### config.mk
export PLATFORM = sky130hd
export DESIGN_NAME = sdb_rule_table
export DESIGN_NICKNAME = d
export VERILOG_FILES = /design/src/rtl/sdb_pkg.sv /design/src/rtl/sdb_rule_table.sv
export SDC_FILE = /design/constraint.sdc
export NUM_CORES = 1
export LEC_CHECK = 0
export BUFFER_PORTS_ARGS = -buffer_cell sky130_fd_sc_hd__buf_2
export CAP_MARGIN = 30
export CORE_AREA = 2 2 39 41
export DETAILED_ROUTE_END_ITERATION = 10
export DIE_AREA = 0 0 41 43
export MAX_ROUTING_LAYER = met4
export PLACE_DENSITY = 0.5
export SYNTH_ARGS = -nofsm -noshare
export SYNTH_HDL_FRONTEND = slang
export SYNTH_SLANG_ARGS = --single-unit
### constraint.sdc
create_clock -name vclk -period 4.2
set_input_delay 1.26 -clock vclk [all_inputs]
set_output_delay 1.26 -clock vclk [all_outputs]
set_load 0.005 [all_outputs]
### src/rtl/sdb_pkg.sv
package sdb_pkg;

   typedef enum logic [2:0] {
      ST_IDLE  = 3'd0,
      ST_ACT   = 3'd1,
      ST_PRECH = 3'd2,
      ST_REFR  = 3'd3,
      ST_SELF  = 3'd4,
      ST_PDOWN = 3'd5
   } bank_state_t;

   typedef enum logic [3:0] {
      CMD_DESL = 4'd0,
      CMD_NOP  = 4'd1,
      CMD_BST  = 4'd2,
      CMD_RD   = 4'd3,
      CMD_WR   = 4'd4,
      CMD_ACT  = 4'd5,
      CMD_PRE  = 4'd6,
      CMD_REF  = 4'd7,
      CMD_MRS  = 4'd8
   } bank_cmd_t;

endpackage

### src/rtl/sdb_rule_table.sv
module sdb_rule_table
   import sdb_pkg::*;
(
   input  bank_state_t state,
   input  bank_cmd_t   cmd,
   input  logic        cke,
   output logic        illegal,
   output bank_state_t req_state,
   output logic        tmr_load,
   output logic        tmr_sel_ref
);

   always_comb begin
      illegal     = 1'b0;
      req_state   = state;
      tmr_load    = 1'b0;
      tmr_sel_ref = 1'b0;
      case (state)
         ST_IDLE: begin
            if (cke) begin
               case (cmd)
                  CMD_RD, CMD_WR: illegal = 1'b1;
                  CMD_ACT:        req_state = ST_ACT;
                  CMD_REF: begin
                     req_state   = ST_REFR;
                     tmr_load    = 1'b1;
                     tmr_sel_ref = 1'b1;
                  end
                  default: ;
               endcase
            end else begin
               case (cmd)
                  CMD_REF:           req_state = ST_SELF;
                  CMD_DESL, CMD_NOP: req_state = ST_PDOWN;
                  default:           illegal = 1'b1;
               endcase
            end
         end
         ST_ACT: begin
            if (!cke) begin
               illegal = 1'b1;
            end else begin
               case (cmd)
                  CMD_PRE: begin
                     req_state = ST_PRECH;
                     tmr_load  = 1'b1;
                  end
                  CMD_ACT, CMD_REF, CMD_MRS: illegal = 1'b1;
                  default: ;
               endcase
            end
         end
         ST_PRECH: begin
            if (!cke) begin
               illegal = 1'b1;
            end else begin
               case (cmd)
                  CMD_DESL, CMD_NOP, CMD_BST, CMD_PRE: ;
                  default: illegal = 1'b1;
               endcase
            end
         end
         ST_REFR: begin
            if (!cke || !(cmd == CMD_DESL || cmd == CMD_NOP)) illegal = 1'b1;
         end
         ST_SELF, ST_PDOWN: begin
            if (cke) req_state = ST_IDLE;
         end
         default: req_state = ST_IDLE;
      endcase
   end

endmodule

# After elaboration in Yosys (flattened, before gate mapping)
# Index checks and enable logic that the tools add are counted.
dict set report classes {
  mux 22
  eq_ne 13
  reduce_logical 13
}
# operator count
set ops {}
lappend ops {{== test 4 x 3 -> 1 bit, second input constant} 4}
lappend ops {{2-to-1 mux 1 bit} 13}
lappend ops {{2-to-1 mux 3 bit} 4}
lappend ops {{case mux 3 bit (2 select lines)} 2}
lappend ops {{case mux 3 bit (4 select lines)} 1}
lappend ops {{== test 4 x 2 -> 1 bit, second input constant} 2}
lappend ops {{OR reduction 2 bit} 4}
lappend ops {{== test 3 x 2 -> 1 bit, second input constant} 2}
lappend ops {{== test 3 bit, second input constant} 2}
lappend ops {{OR reduction 3 bit} 2}
lappend ops {{== test 4 x 1 -> 1 bit, second input constant} 1}
lappend ops {{== test 4 bit, second input constant} 1}
lappend ops {{zero test 4 bit} 1}
lappend ops {{case mux 1 bit (4 select lines)} 1}
lappend ops {{OR reduction 4 bit} 1}
lappend ops {{== test 3 x 1 -> 1 bit, second input constant} 1}
lappend ops {{zero test 3 bit} 1}
lappend ops {{zero test 1 bit} 2}
lappend ops {{logical OR 1 bit} 2}
lappend ops {{case mux 1 bit (2 select lines)} 1}
dict set report word_totals {
  in_bits 8
  reg_bits 0
  elab_cells 48
  out_inout_bits 6
}

# Depth between registers and ports, before layout
dict set report depth {
  depth_word 6
  ltp_mapped 5
  depth_no_buf 4
}

# Worst setup path after synthesis
# OpenSTA, ideal clock, no wires.
dict set report synth_timing {
  path_type {input port to output port}
  start {input port cmd[1]}
  end {output port illegal}
  path_stages 5
  path_slack_ps 600
  path_buffers 1
  t_arrival_ps 2340
  t_required_ps 2940
  cell_sequence {buf_6 or4b_1 a311oi_1 a21oi_1 o22ai_1}
}
dict set report synth_via {
  elab_chain_len 6
  word_cells_on_any_way 25
  cone_classes {eq/ne: 8; mux: 9; reduce/logical: 8}
}
# item line
set synth_rtl {}
lappend synth_rtl {{from (decl)} sdb_rule_table.sv:5} ;# input bank_cmd_t cmd,
lappend synth_rtl {{branches (longest 5 deep; another with == test 4 x 1 -> 1 bit)} -}
lappend synth_rtl {{case mux 1 bit (4 select lines) *} sdb_rule_table.sv:18} ;# case (state)
lappend synth_rtl {{to (decl)} sdb_rule_table.sv:7} ;# output logic illegal,
# Mark *: on every way between the ends.

# Worst setup path after layout
# Same ends and word-level chain as after synthesis.

==> reports/qor.csv <==
metric,value,unit
FF/Latch Area,0,um2
Tmin final,3790,ps
initial antenna violation count,0,
Leak,0.000124,uW
RSZ-0062 raised after global routing,false,
vias in the first global route,233,
vias per cell,4.81,
Final Max Tran Viols,0,
slew of the pin with the lowest slew margin,312,ps
proportion of layout cells with a drive suffix above 1,29.2,%
Starting Density,18.1,%
status,finished clean,
Synth Instances,40,
largest net degree at the start of global routing,11,
drt drc,0,
area added between synthesis and finish,20.5,%
syn_nets,48,
DR iter-0 viols,1,
CP Capture Type,primary output,
Die Footprint,0.00176,mm2
Power Dens Cells,82.0,mW/mm2
fmax,264,MHz
I/O pin cnt,14,
crit share post-route,90.3,%
post-CTS resize count,0,
core footprint,0.00138,mm2
DPL Wire Length,500,um
most frequent cells after synthesis,"clkbuf_1, nor2_1, nor3_1, o21ai_0",
seq_cells,0,
Final ANT Viol Nets,0,
Ys Warns,0,
Final Hold Fails,0,
"Distinct cells, synth",27,
Area contributors post-synth,"buf_6, nor3_1, o21ai_0, nor2b_1, clkbuf_1",
# Max-Cap Violations,0,
Finished Core Util,21.8,%
clock buffer count,0,
Final setup viols,0,
leading area contributor after synthesis,buf_6,
routed len/inst,10.4,um
peak supply drop,0.0176,mV
Mapped Avg Cell Area,6.26,um2
startpoint types,input port,
DR vias,308,
GRT overflow,0,
total track usage,7.98,%
number of detailed-route iterations in the first pass,3,
# diodes,0,
"Setup Fix Bufs, Post-CTS",0,
share of the synthesized area in the top cell type,9.00,%
Die W,41,um
Slew headroom,79.0,%
mapped cell area,250,um2
PortBufs,14,
arrival time at the worst endpoint,2530,ps
Post-Route WL,664,um
GPL Wtd Cong,0.681,
setup tns final,0,ps
Hold Crit Class,in2out,
WP data required,2940,ps
crit path max fanout,10,
Post-CTS Hold Fix Bufs,0,
nets@finish,58,
die height,43,um
register area share after synthesis,0,%
kind of critical path,in2out,
# rows,14,
first-pass GRT wire length,1040,um
[per-stage QoR]
stage	instances	hold WS, ps	instance area, um2	total power, uW	setup WS, ps
2_1_floorplan	40	2560	250	18.1	600
3_3_place_gp	64	2870	302	24.6	424
3_5_place_dp	64	2870	302	24.9	408
4_1_cts	64	2870	302	24.9	400
5_1_grt	64	2900	302	27.8	335
6_report	64	2870	302	24.7	408
[final timing paths]
| check | start | slack [ps] | depth (start not counted) | to |
|---|---|---|---|---|
| worst max-delay path | cmd[1] | 410 | 6 | illegal |
| worst min-delay path | cke | 2870 | 3 | req_state[2] |
[layout by cell type, fill, tap and decap left out]
cell type and instances:
o31ai_1 1, o21ai_0 3, nor2b_1 2, a21oi_1 2
nor4_1 1, o311ai_0 1, nand3_1 1, o41a_1 1
nand3b_1 1, xnor2_1 1, o22ai_1 1, a311oi_1 1
nand4b_1 1, o32ai_1 1, nand2b_1 1, a21o_1 1
buf_2 14, a21boi_0 1, or4b_1 1, nor3b_1 1
nand2_1 2, inv_1 2, a31oi_1 1, nor2_1 3
nor3_1 3
[cell type report]
class                      instances  area, um2
fill                             173       1080
inverter                           2       7.51
multi-input combinational         32        204
tap                               16       20.0
timing repair buffer              14       70.1
[metal layers]
layer	GRT usage (%)	vias up	wire length, um
li1	-	166	-
met1	12.0	133	342
met2	12.5	9	288
met3	0	0	33
met4	0	0	0
met5	-	-	0
[critical path, cell delays in order]
cell and delay [ps]:
buf_2 150, or4b_1 510, a311oi_1 280, a21oi_1 60
o22ai_1 140, buf_2 140
[logic make-up (layout without fill, tap and decap cells)]
| group | count (synthesis) | after routing | synth area share [%] |
|---|---|---|---|
| compound gates | 14 | 14 | 39.0 |
| xor+xnor | 1 | 1 | 3.50 |
| buf+inv | 8 | 16 | 18.5 |
| simple gates | 17 | 17 | 39.0 |
[where the power goes]
| group | internal, uW | leakage, uW | switching (uW) |
|---|---|---|---|
| Sequential | 0 | 0 | 0 |
| Clock | 0 | 0 | 0 |
| Combinational | 10.9 | 0.000124 | 13.9 |
| Total | 10.9 | 0.000124 | 13.9 |
(Power assumes the default switching activity.)
